===== config.mk =====
export PLATFORM = sky130hd
export DESIGN_NAME = irqc_core
export DESIGN_NICKNAME = d
export VERILOG_FILES = /design/src/rtl/irqc_pkg.sv /design/src/rtl/irqc_prio_scan.sv /design/src/rtl/irqc_arbiter.sv /design/src/rtl/irqc_core.sv
export SDC_FILE = /design/constraint.sdc
export NUM_CORES = 1
export LEC_CHECK = 0
export BUFFER_PORTS_ARGS = -buffer_cell sky130_fd_sc_hd__buf_2
export CAP_MARGIN = 40
export CORE_ASPECT_RATIO = 2
export CORE_MARGIN = 3
export CORE_UTILIZATION = 35
export CTS_CLUSTER_DIAMETER = 30
export CTS_CLUSTER_SIZE = 30
export DETAILED_ROUTE_END_ITERATION = 6
export GPL_ROUTABILITY_DRIVEN = 0
export MAX_ROUTING_LAYER = met4
export SLEW_MARGIN = 20
export SYNTH_ARGS = -nofsm -noshare
export SYNTH_HDL_FRONTEND = slang
export SYNTH_SLANG_ARGS = --single-unit

===== constraint.sdc =====
create_clock -name clk -period 6.2 [get_ports clk]
set_input_delay 0.62 -clock clk [delete_from_list [all_inputs] [get_ports clk]]
set_output_delay 0.62 -clock clk [all_outputs]
set_load 0.05 [all_outputs]

===== src/rtl/irqc_pkg.sv =====
package irqc_pkg;

    // Setup-word sequencer states; the zero value is the normal state.
    typedef enum logic [1:0] {
        SEQ_IDLE  = 2'd0,
        SEQ_BASE  = 2'd1,
        SEQ_LINK  = 2'd2,
        SEQ_EXTRA = 2'd3
    } seq_e;

    // Command codes carried in bits 7:5 of a plain address-0 write.
    typedef enum logic [2:0] {
        OP_AEOI_ROT_A = 3'd0,
        OP_EOI_TOP    = 3'd1,
        OP_NONE       = 3'd2,
        OP_EOI_LINE   = 3'd3,
        OP_AEOI_ROT_B = 3'd4,
        OP_EOI_TOP_RT = 3'd5,
        OP_SET_OFFSET = 3'd6,
        OP_EOI_LINE_R = 3'd7
    } op_e;

endpackage


===== src/rtl/irqc_prio_scan.sv =====
// Rotated rank finder: returns the distance, counted upward from base_i
// with wraparound, to the first set bit of set_i; LINES when set_i is empty.
module irqc_prio_scan #(
    parameter int unsigned LINES = 8,
    localparam int unsigned IW = $clog2(LINES)
) (
    input  logic [LINES-1:0] set_i,
    input  logic [IW-1:0]    base_i,
    output logic [IW:0]      rank_o
);

    logic [IW-1:0] idx;

    always_comb begin
        rank_o = (IW+1)'(LINES);
        idx    = '0;
        for (int k = LINES - 1; k >= 0; k--) begin
            idx = base_i + IW'(k);
            if (set_i[idx]) begin
                rank_o = (IW+1)'(k);
            end
        end
    end

endmodule


===== src/rtl/irqc_arbiter.sv =====
// Picks the best unmasked pending line and decides whether it strictly
// outranks the counted in-service set.
module irqc_arbiter #(
    parameter int unsigned LINES     = 8,
    parameter bit          PRIMARY   = 1'b1,
    parameter int unsigned LINK_LINE = 2,
    localparam int unsigned IW = $clog2(LINES)
) (
    input  logic [LINES-1:0] irr_i,
    input  logic [LINES-1:0] imr_i,
    input  logic [LINES-1:0] isr_i,
    input  logic [IW-1:0]    offset_i,
    input  logic             smask_i,
    input  logic             nested_i,
    output logic             win_valid_o,
    output logic [IW-1:0]    win_line_o
);

    logic [LINES-1:0] pend;
    logic [LINES-1:0] svc;
    logic [LINES-1:0] nest_keep;
    logic [IW:0]      pend_rank;
    logic [IW:0]      svc_rank;

    generate
        if (PRIMARY) begin : g_nest
            assign nest_keep = nested_i ? ~(LINES'(1) << LINK_LINE) : '1;
        end else begin : g_no_nest
            assign nest_keep = '1;
        end
    endgenerate

    assign pend = irr_i & ~imr_i;
    assign svc  = (smask_i ? (isr_i & ~imr_i) : isr_i) & nest_keep;

    irqc_prio_scan #(.LINES(LINES)) u_pend_scan (
        .set_i  (pend),
        .base_i (offset_i),
        .rank_o (pend_rank)
    );

    irqc_prio_scan #(.LINES(LINES)) u_svc_scan (
        .set_i  (svc),
        .base_i (offset_i),
        .rank_o (svc_rank)
    );

    assign win_valid_o = (pend_rank != (IW+1)'(LINES)) && (pend_rank < svc_rank);
    assign win_line_o  = offset_i + pend_rank[IW-1:0];

endmodule


===== src/rtl/irqc_core.sv =====
// Eight-line interrupt controller with rotating priority and a byte
// register port. Command fields sit at fixed byte positions, so LINES is 8.
module irqc_core
    import irqc_pkg::*;
#(
    parameter int unsigned LINES     = 8,
    parameter bit          PRIMARY   = 1'b1,
    parameter int unsigned LINK_LINE = 2,
    localparam int unsigned IW = $clog2(LINES),
    localparam int unsigned DW = LINES
) (
    input  logic          clk,
    input  logic          rst_n,
    input  logic [DW-1:0] req_i,
    input  logic          addr_i,
    input  logic          wr_i,
    input  logic          rd_i,
    input  logic [DW-1:0] wdata_i,
    output logic [DW-1:0] rdata_o,
    input  logic          ack_i,
    output logic          irq_o,
    output logic [IW-1:0] line_o,
    output logic [DW-1:0] vbase_o
);

    localparam logic [DW-1:0] BASE_KEEP = ~DW'((1 << IW) - 1);
    localparam logic [DW-1:0] EMPTY_POLL = DW'(LINES - 1);

    typedef struct packed {
        logic [DW-1:0] irr;
        logic [DW-1:0] imr;
        logic [DW-1:0] isr;
        logic [DW-1:0] last;
        logic [DW-1:0] base;
        logic [IW-1:0] off;
        seq_e          seq;
        logic          four;
        logic          single;
        logic          rsel;
        logic          poll;
        logic          smask;
        logic          aeoi;
        logic          raeoi;
        logic          nested;
        logic          irq;
        logic [IW-1:0] line;
    } state_t;

    state_t st_q;
    state_t st_d;

    logic          win_valid;
    logic [IW-1:0] win_line;
    logic [IW:0]   top_rank;
    logic [IW-1:0] top_line;
    logic          top_found;
    logic [IW-1:0] cmd_line;
    op_e           cmd_op;

    irqc_arbiter #(
        .LINES     (LINES),
        .PRIMARY   (PRIMARY),
        .LINK_LINE (LINK_LINE)
    ) u_arb (
        .irr_i       (st_q.irr),
        .imr_i       (st_q.imr),
        .isr_i       (st_q.isr),
        .offset_i    (st_q.off),
        .smask_i     (st_q.smask),
        .nested_i    (st_q.nested),
        .win_valid_o (win_valid),
        .win_line_o  (win_line)
    );

    // Best-ranked bit of the raw in-service register, target of the
    // non-specific retire commands.
    irqc_prio_scan #(.LINES(LINES)) u_top_scan (
        .set_i  (st_q.isr),
        .base_i (st_q.off),
        .rank_o (top_rank)
    );

    assign top_found = (top_rank != (IW+1)'(LINES));
    assign top_line  = st_q.off + top_rank[IW-1:0];
    assign cmd_line  = wdata_i[IW-1:0];
    assign cmd_op    = op_e'(wdata_i[7:5]);

    always_comb begin
        st_d = st_q;

        // Edge capture on the request lines.
        st_d.last = req_i;
        st_d.irr  = st_q.irr | (req_i & ~st_q.last);

        // Acknowledge of the serviceable winner.
        if (ack_i && win_valid) begin
            if (st_q.aeoi) begin
                if (st_q.raeoi) begin
                    st_d.off = win_line + IW'(1);
                end
            end else begin
                st_d.isr[win_line] = 1'b1;
            end
            st_d.irr[win_line] = 1'b0;
        end

        // Poll read consumes the winner.
        if (rd_i && st_q.poll) begin
            if (win_valid) begin
                st_d.irr[win_line] = 1'b0;
                st_d.isr[win_line] = 1'b0;
            end
            st_d.poll = 1'b0;
        end

        if (wr_i) begin
            if (!addr_i) begin
                if (wdata_i[4]) begin
                    st_d.irr    = '0;
                    st_d.imr    = '0;
                    st_d.isr    = '0;
                    st_d.base   = '0;
                    st_d.off    = '0;
                    st_d.rsel   = 1'b0;
                    st_d.poll   = 1'b0;
                    st_d.smask  = 1'b0;
                    st_d.aeoi   = 1'b0;
                    st_d.raeoi  = 1'b0;
                    st_d.nested = 1'b0;
                    st_d.four   = wdata_i[0];
                    st_d.single = wdata_i[1];
                    st_d.seq    = SEQ_BASE;
                end else if (wdata_i[3]) begin
                    if (wdata_i[2]) begin
                        st_d.poll = 1'b1;
                    end
                    if (wdata_i[1]) begin
                        st_d.rsel = wdata_i[0];
                    end
                    if (wdata_i[6]) begin
                        st_d.smask = wdata_i[5];
                    end
                end else begin
                    unique case (cmd_op)
                        OP_AEOI_ROT_A, OP_AEOI_ROT_B: begin
                            st_d.raeoi = wdata_i[7];
                        end
                        OP_EOI_TOP, OP_EOI_TOP_RT: begin
                            if (top_found) begin
                                st_d.isr[top_line] = 1'b0;
                                if (cmd_op == OP_EOI_TOP_RT) begin
                                    st_d.off = top_line + IW'(1);
                                end
                            end
                        end
                        OP_EOI_LINE: begin
                            st_d.isr[cmd_line] = 1'b0;
                        end
                        OP_SET_OFFSET: begin
                            st_d.off = cmd_line + IW'(1);
                        end
                        OP_EOI_LINE_R: begin
                            st_d.isr[cmd_line] = 1'b0;
                            st_d.off = cmd_line + IW'(1);
                        end
                        default: begin
                        end
                    endcase
                end
            end else begin
                unique case (st_q.seq)
                    SEQ_IDLE: begin
                        st_d.imr = wdata_i;
                    end
                    SEQ_BASE: begin
                        st_d.base = wdata_i & BASE_KEEP;
                        if (st_q.single) begin
                            st_d.seq = st_q.four ? SEQ_EXTRA : SEQ_IDLE;
                        end else begin
                            st_d.seq = SEQ_LINK;
                        end
                    end
                    SEQ_LINK: begin
                        st_d.seq = st_q.four ? SEQ_EXTRA : SEQ_IDLE;
                    end
                    SEQ_EXTRA: begin
                        st_d.nested = wdata_i[4];
                        st_d.aeoi   = wdata_i[1];
                        st_d.seq    = SEQ_IDLE;
                    end
                    default: begin
                        st_d.seq = SEQ_IDLE;
                    end
                endcase
            end
        end

        // Registered request output, from this cycle's state.
        st_d.irq  = win_valid;
        st_d.line = win_valid ? win_line : '0;
    end

    always_ff @(posedge clk) begin
        if (!rst_n) begin
            st_q <= '0;
        end else begin
            st_q <= st_d;
        end
    end

    always_comb begin
        if (st_q.poll) begin
            rdata_o = win_valid ? DW'(win_line) : EMPTY_POLL;
        end else if (addr_i) begin
            rdata_o = st_q.imr;
        end else begin
            rdata_o = st_q.rsel ? st_q.isr : st_q.irr;
        end
    end

    assign irq_o   = st_q.irq;
    assign line_o  = st_q.line;
    assign vbase_o = st_q.base;

endmodule


==> results of run 1 <==
==> worst max-delay path, stage by stage (launching register included) <==
cell and delay, ns:
dfxtp_1 0.37, buf_4 0.44, mux2i_1 0.65, a211oi_1 0.19
a2111oi_0 0.56, and3_1 0.29, nand4_1 0.12, ha_1 0.32
a21oi_1 0.17, o2111ai_1 0.13, a221oi_1 0.36, a21o_1 0.29
a31oi_1 0.13, buf_2 0.26
==> where the power goes <==
part | leakage (µW) | internal [µW] | switching (µW)
logic | 0.00136 | 272 | 511
clock network | 0.0000701 | 149 | 134
registers | 0.000442 | 381 | 36.8
total | 0.00188 | 802 | 681
==> area by class of cell <==
cell class	instances	area share, %
repair buffers	44	4.68
clock inverters	2	0.277
clock buffers	5	2.51
flip-flops and latches	54	21.7
well taps	152	3.82
multi-input cells	459	65.5
inverters	20	1.51
==> synth_stat cells, drive strengths merged (3+ instances only) <==
master   count
a2111oi      9
a211oi      13
a21boi       8
a21o         4
a21oi       36
a22oi        4
a31oi       14
and2        22
and3         9
and3b        3
and4b        5
buf         27
clkbuf      21
dfxtp       54
ha          10
inv         19
mux2        10
mux2i       25
mux4        10
nand2       40
nand2b      13
nand3       18
nand3b       4
nand4        5
nor2        47
nor2b       24
nor3         8
nor4         6
nor4b        6
nor4bb       6
o211ai       3
o21a         8
o21ai       38
o31ai        6
or4          3
xnor2        7
xor2         4
==> sequential cells by signal (all words and copies together) (netlist names) <==
| name | cells |
|---|---|
| st_q | 45 |
| vbase_o | 5 |
| irq_o | 1 |
| line_o | 3 |
==> kinds of logic (layout without fill, tap and decap cells) <==
group / after synthesis / count (layout) / synth area share (%)
AOI/OAI and AO/OA: 161 / 161 / 23.1
muxes: 45 / 45 / 12.6
and+or+nand+nor: 227 / 227 / 27.9
other: 1 / 3 / 0.0804
xor gates and xnor gates: 11 / 11 / 2.47
buffers and inverters: 68 / 71 / 7.18
DFF: 54 / 54 / 23.2
adders and majority gates: 12 / 12 / 3.54
==> worst max path at each step <==
stage | startpoint | end | cells after the start
3_3_place_gp | st_q[14] | rdata_o[2] | 13
2_1_floorplan | st_q[14] | rdata_o[2] | 17
3_5_place_dp | st_q[14] | rdata_o[2] | 13
4_1_cts | st_q[14] | rdata_o[2] | 13
5_1_grt | st_q[14] | rdata_o[2] | 13
6_report | st_q[14] | rdata_o[2] | 13
==> metal layers <==
metal,global-route usage (%),vias up,routed length [µm]
li1,-,2139,-
met1,19.5,2141,4820
met2,37.2,154,8100
met3,1.75,77,416
met4,16.9,0,1280
met5,-,-,0
==> metrics by stage <==
step           hold WS, ns  instances
2_1_floorplan        0.457        581
4_1_cts              0.505        736
5_1_grt              0.527        736
3_5_place_dp         0.496        729
6_report             0.495        736
3_3_place_gp         0.477        728
==> flow_summary.yaml, run 1 <==
layout:
  multi_input_area_um2: 3260
  fin_area_um2: 4980
  diodes: 0
  drive_gt1_share_pct: 15.6
  fillers: 1352
  final_util_pct: 38.1
  final_cell_mix: "dfxtp_1, nor2_1, nand2_1"
  area_growth_pct: 6.62
  final_common_cell: "dfxtp_1"
  seq_area_um2: 1080
  nets: 618
synth:
  synth_top_cell_area_share_pct: 23.2
  synth.area.top_cells: "dfxtp_1, mux2i_1, mux4_2, o21ai_0, a21oi_1"
  synthFlopType: "dfxtp_1"
  synthCells: 579
  synth_seq_area_share_pct: 23.2
  syn_area_per_cell_um2: 8.06
  synth_edf_count: 0
  async_reset_ff_share_pct: 0
  synth_warnings: 0
  ys_types: 74
  syn_area_um2: 4670
  ys_ff_latch: 54
  synth.largest_area_cell: "dfxtp_1"
clock_network:
  clk_pin_slew_ns: 0.07
  htreeDepth: 2
  cts_tree: "built"
  insertion_delay_ns: 0.30
  cts_hold_buf: 0
  cts_sinks: 54
  clock_path_buffers: 2
  cts_setup_buffers: 0
  root_buffer: "clkbuf_16"
  numCtsBuffers: 5
  cts_resized: 0
detailed_routing:
  ant_nets: 0
  routed_wl_um: 14600
  wl_per_cell_um: 19.9
  vias_per_cell: 6.13
  drt_first_iter_violations: 296
  drc: 0
  vias: 4511
  drtPass1Iterations: 5
global_route:
  grt_pass1_vias: 4427
  grt_max_degree: 47
  antenna_found_initial: 0
  grt_pass1_wl_um: 23400
  grt_overflow: 0
  grt_usage_pct: 20.8
sta:
  hold_viol: 0
  rsz0062_at_grt: "no"
  tns_ns: 0
  max_freq_mhz: 191
  min_period_ns: 5.23
  clock_skew_ns: 0.00528
  worst_slew_pin_slew_ns: 0.677
  fin_crit_sh_pct: 84.3
  maxSlewViolCount: 0
  relSlewSlack_pct: 53.6
  final.setup.worst_slack_ns: 0.973
  setup_violations: 0
placed_design:
  placement.io_buffers: 38
  dpl_cell_area_um2: 4840
  hpwl_um: 11700
  preCtsSetupSlack_ns: 1.31
min_path:
  min_to: "st_q[10]"
  hold_start: "st_q[10]"
  holdPathStages: 2
  hp-class: "reg -> reg"
floorplan:
  io_pins: 42
  floorplan.initialDensity_pct: 35.7
  rows: 59
  core_um2: 13100
  die_h_um: 169
  die_w_um: 87.7
  die-area_um2: 14800
run:
  drv_cap: 0
power:
  power_density_nw_per_um2: 298
  report.power.total_uw: 1480
  irDropWorstVdd_mv: 0.203
  leakagePower_uw: 0.00188
setup_path:
  regToRegEndpoint: "line_o[2]"
  rr_startpoint: "st_q[14]"
  end_kind: "output pin"
  rrSetupSlack_ns: 1.39
  worstSetupStartpointType: "flip-flop"
  crit_fanout: 46
  crit_type: "reg -> out"
  critical_path_required_ns: 5.58
  worst-endpoint-arrival_ns: 4.61
  reg2reg_depth: 14
outcome:
  status: "completed"
(Power assumes the default switching activity.)
==> inputs of run 2 (changes only) <==
clock period = 4.4 ns   (was 6.2 ns; I/O delays follow)
==> flow_summary.yaml, run 2 (synthesized netlist as in run 1, its figures left out) <==
setup_path:
  crit_fanout: 8
  rrSetupSlack_ns: 0.25
  rr_startpoint: "st_q[14]"
  regToRegEndpoint: "st_q[38]"
  worst-endpoint-arrival_ns: 3.87
  end_kind: "output pin"
  worstSetupStartpointType: "flip-flop"
  critical_path_required_ns: 3.96
  reg2reg_depth: 17
  crit_type: "reg -> out"
sta:
  worst_slew_pin_slew_ns: 0.677
  maxSlewViolCount: 0
  rsz0062_at_grt: "yes"
  tns_ns: 0
  relSlewSlack_pct: 54.8
  clock_skew_ns: 0.00329
  setup_violations: 0
  min_period_ns: 4.31
  max_freq_mhz: 232
  hold_viol: 0
  fin_crit_sh_pct: 97.9
min_path:
  hp-class: "in -> reg"
  hold_start: "req_i[7]"
  min_to: "st_q[32]"
  holdPathStages: 2
clock_network:
  htreeDepth: 2
  clk_pin_slew_ns: 0.07
  clock_path_buffers: 2
  numCtsBuffers: 5
  insertion_delay_ns: 0.30
  cts_sinks: 54
  cts_hold_buf: 0
  root_buffer: "clkbuf_16"
  cts_tree: "built"
floorplan:
  die_w_um: 87.7
  io_pins: 42
  core_um2: 13100
  die_h_um: 169
  floorplan.initialDensity_pct: 35.7
  die-area_um2: 14800
  rows: 59
placed_design:
  placement.io_buffers: 38
  placed_cells: 760
  hpwl_um: 12200
layout:
  diodes: 0
  final_common_cell: "dfxtp_1"
  area_growth_pct: 19.6
  fillers: 1294
  drive_gt1_share_pct: 25.8
  final_cell_mix: "dfxtp_1, nor2_1, buf_4"
  multi_input_area_um2: 3460
  seq_area_um2: 1090
  stdcell_count: 779
  nets: 660
  largest_reg_flops: 45
  regMostFlops: "st_q"
  final_util_pct: 42.7
global_route:
  antenna_found_initial: 0
  grt_usage_pct: 21.3
  grt_pass1_vias: 4741
  grt_max_degree: 36
  grt_overflow: 0
  grt_pass1_wl_um: 23900
detailed_routing:
  drc: 0
  drt_first_iter_violations: 288
  drtPass1Iterations: 5
  routed_wl_um: 15200
  vias: 4693
  ant_nets: 0
  wl_per_cell_um: 19.5
  vias_per_cell: 6.02
outcome:
  status: "completed"
power:
  leakagePower_uw: 0.00215
  sw_frac_of_total_pct: 44.7
  clockPowerShare_pct: 18.2
  p_int_uw: 1270
  p_sw_uw: 1030
  irDropWorstVdd_mv: 0.394
  power_frac_comb_pct: 56.1
  power_density_nw_per_um2: 411
  power_frac_seq_pct: 25.7
run:
  drv_cap: 0
-- run 2: changes by cell type in the layout (fill, tap and decap cells not counted), sizes merged --
cell and delta:
buf +41, clkbuf +2, clkinv -1, clkinvlp +1
-- run 2: final cells by class --
type / count / share of cell area (%)
multi-input cells: 459 / 62.1
clock inverters: 2 / 0.291
well taps: 152 / 3.41
repair buffers: 86 / 10.9
inverters: 20 / 1.39
clock buffers: 6 / 2.49
flip-flops and latches: 54 / 19.5
-- run 2: per-layer routing --
metal / vias to the layer above / wire length, µm / global-route usage (%)
li1: 2222 / - / -
met1: 2237 / 4930 / 18.8
met2: 169 / 8720 / 40.0
met3: 65 / 446 / 1.85
met4: 0 / 1100 / 15.4
met5: - / 0 / -
-- run 2: repair_timing --
item,CTS,global route
gates resized for setup,13,22
gates cloned,0,1
setup buffers,3,7
pin swaps,1,15
endpoints found under the setup margin,4,5
-- run 2: power groups by stage --
| stage | sequential (µW) | combinational (µW) | clock (µW) |
|---|---|---|---|
| after floorplan | 590 | 900 | 0 |
| final | 589 | 1290 | 417 |
| after global placement | 594 | 1130 | 0 |
| after detailed placement | 598 | 1160 | 0 |
| after CTS | 587 | 1200 | 427 |
| after global routing | 595 | 1390 | 435 |
-- run 2: worst max-delay path: stages, from the launching register on --
cell	delay, ns
dfxtp_4	0.44
inv_4	0.06
ha_4	0.19
xor2_2	0.17
buf_6	0.14
mux4_2	0.53
or4_4	0.55
nor2_4	0.16
ha_4	0.22
a21oi_4	0.16
o2111ai_2	0.12
a221oi_2	0.22
a21o_2	0.28
a31oi_4	0.12
buf_6	0.20
-- run 2: worst max-delay path by stage --
stage	start	to	slack [ns]	depth (start not counted)
detailed placement	st_q[15]	st_q[39]	0.02	16
floorplan	st_q[14]	rdata_o[2]	0.01	17
CTS	st_q[15]	rdata_o[0]	0.02	13
finish	st_q[15]	rdata_o[2]	0.09	14
global placement	st_q[15]	rdata_o[1]	0.14	13
global route	st_q[15]	rdata_o[2]	-0.03	14
-- run 2: stage by stage --
step | cell area [µm²] | worst slack, ns | total power (µW) | hold WS [ns]
after floorplan | 4800 | 0.00985 | 1490 | 0.457
after CTS | 5390 | 0.0194 | 2210 | 0.351
after global placement | 5160 | 0.145 | 1730 | 0.479
after detailed placement | 5160 | 0.0222 | 1760 | 0.489
after global routing | 5580 | -0.0336 | 2420 | 0.361
final | 5580 | 0.0939 | 2290 | 0.353
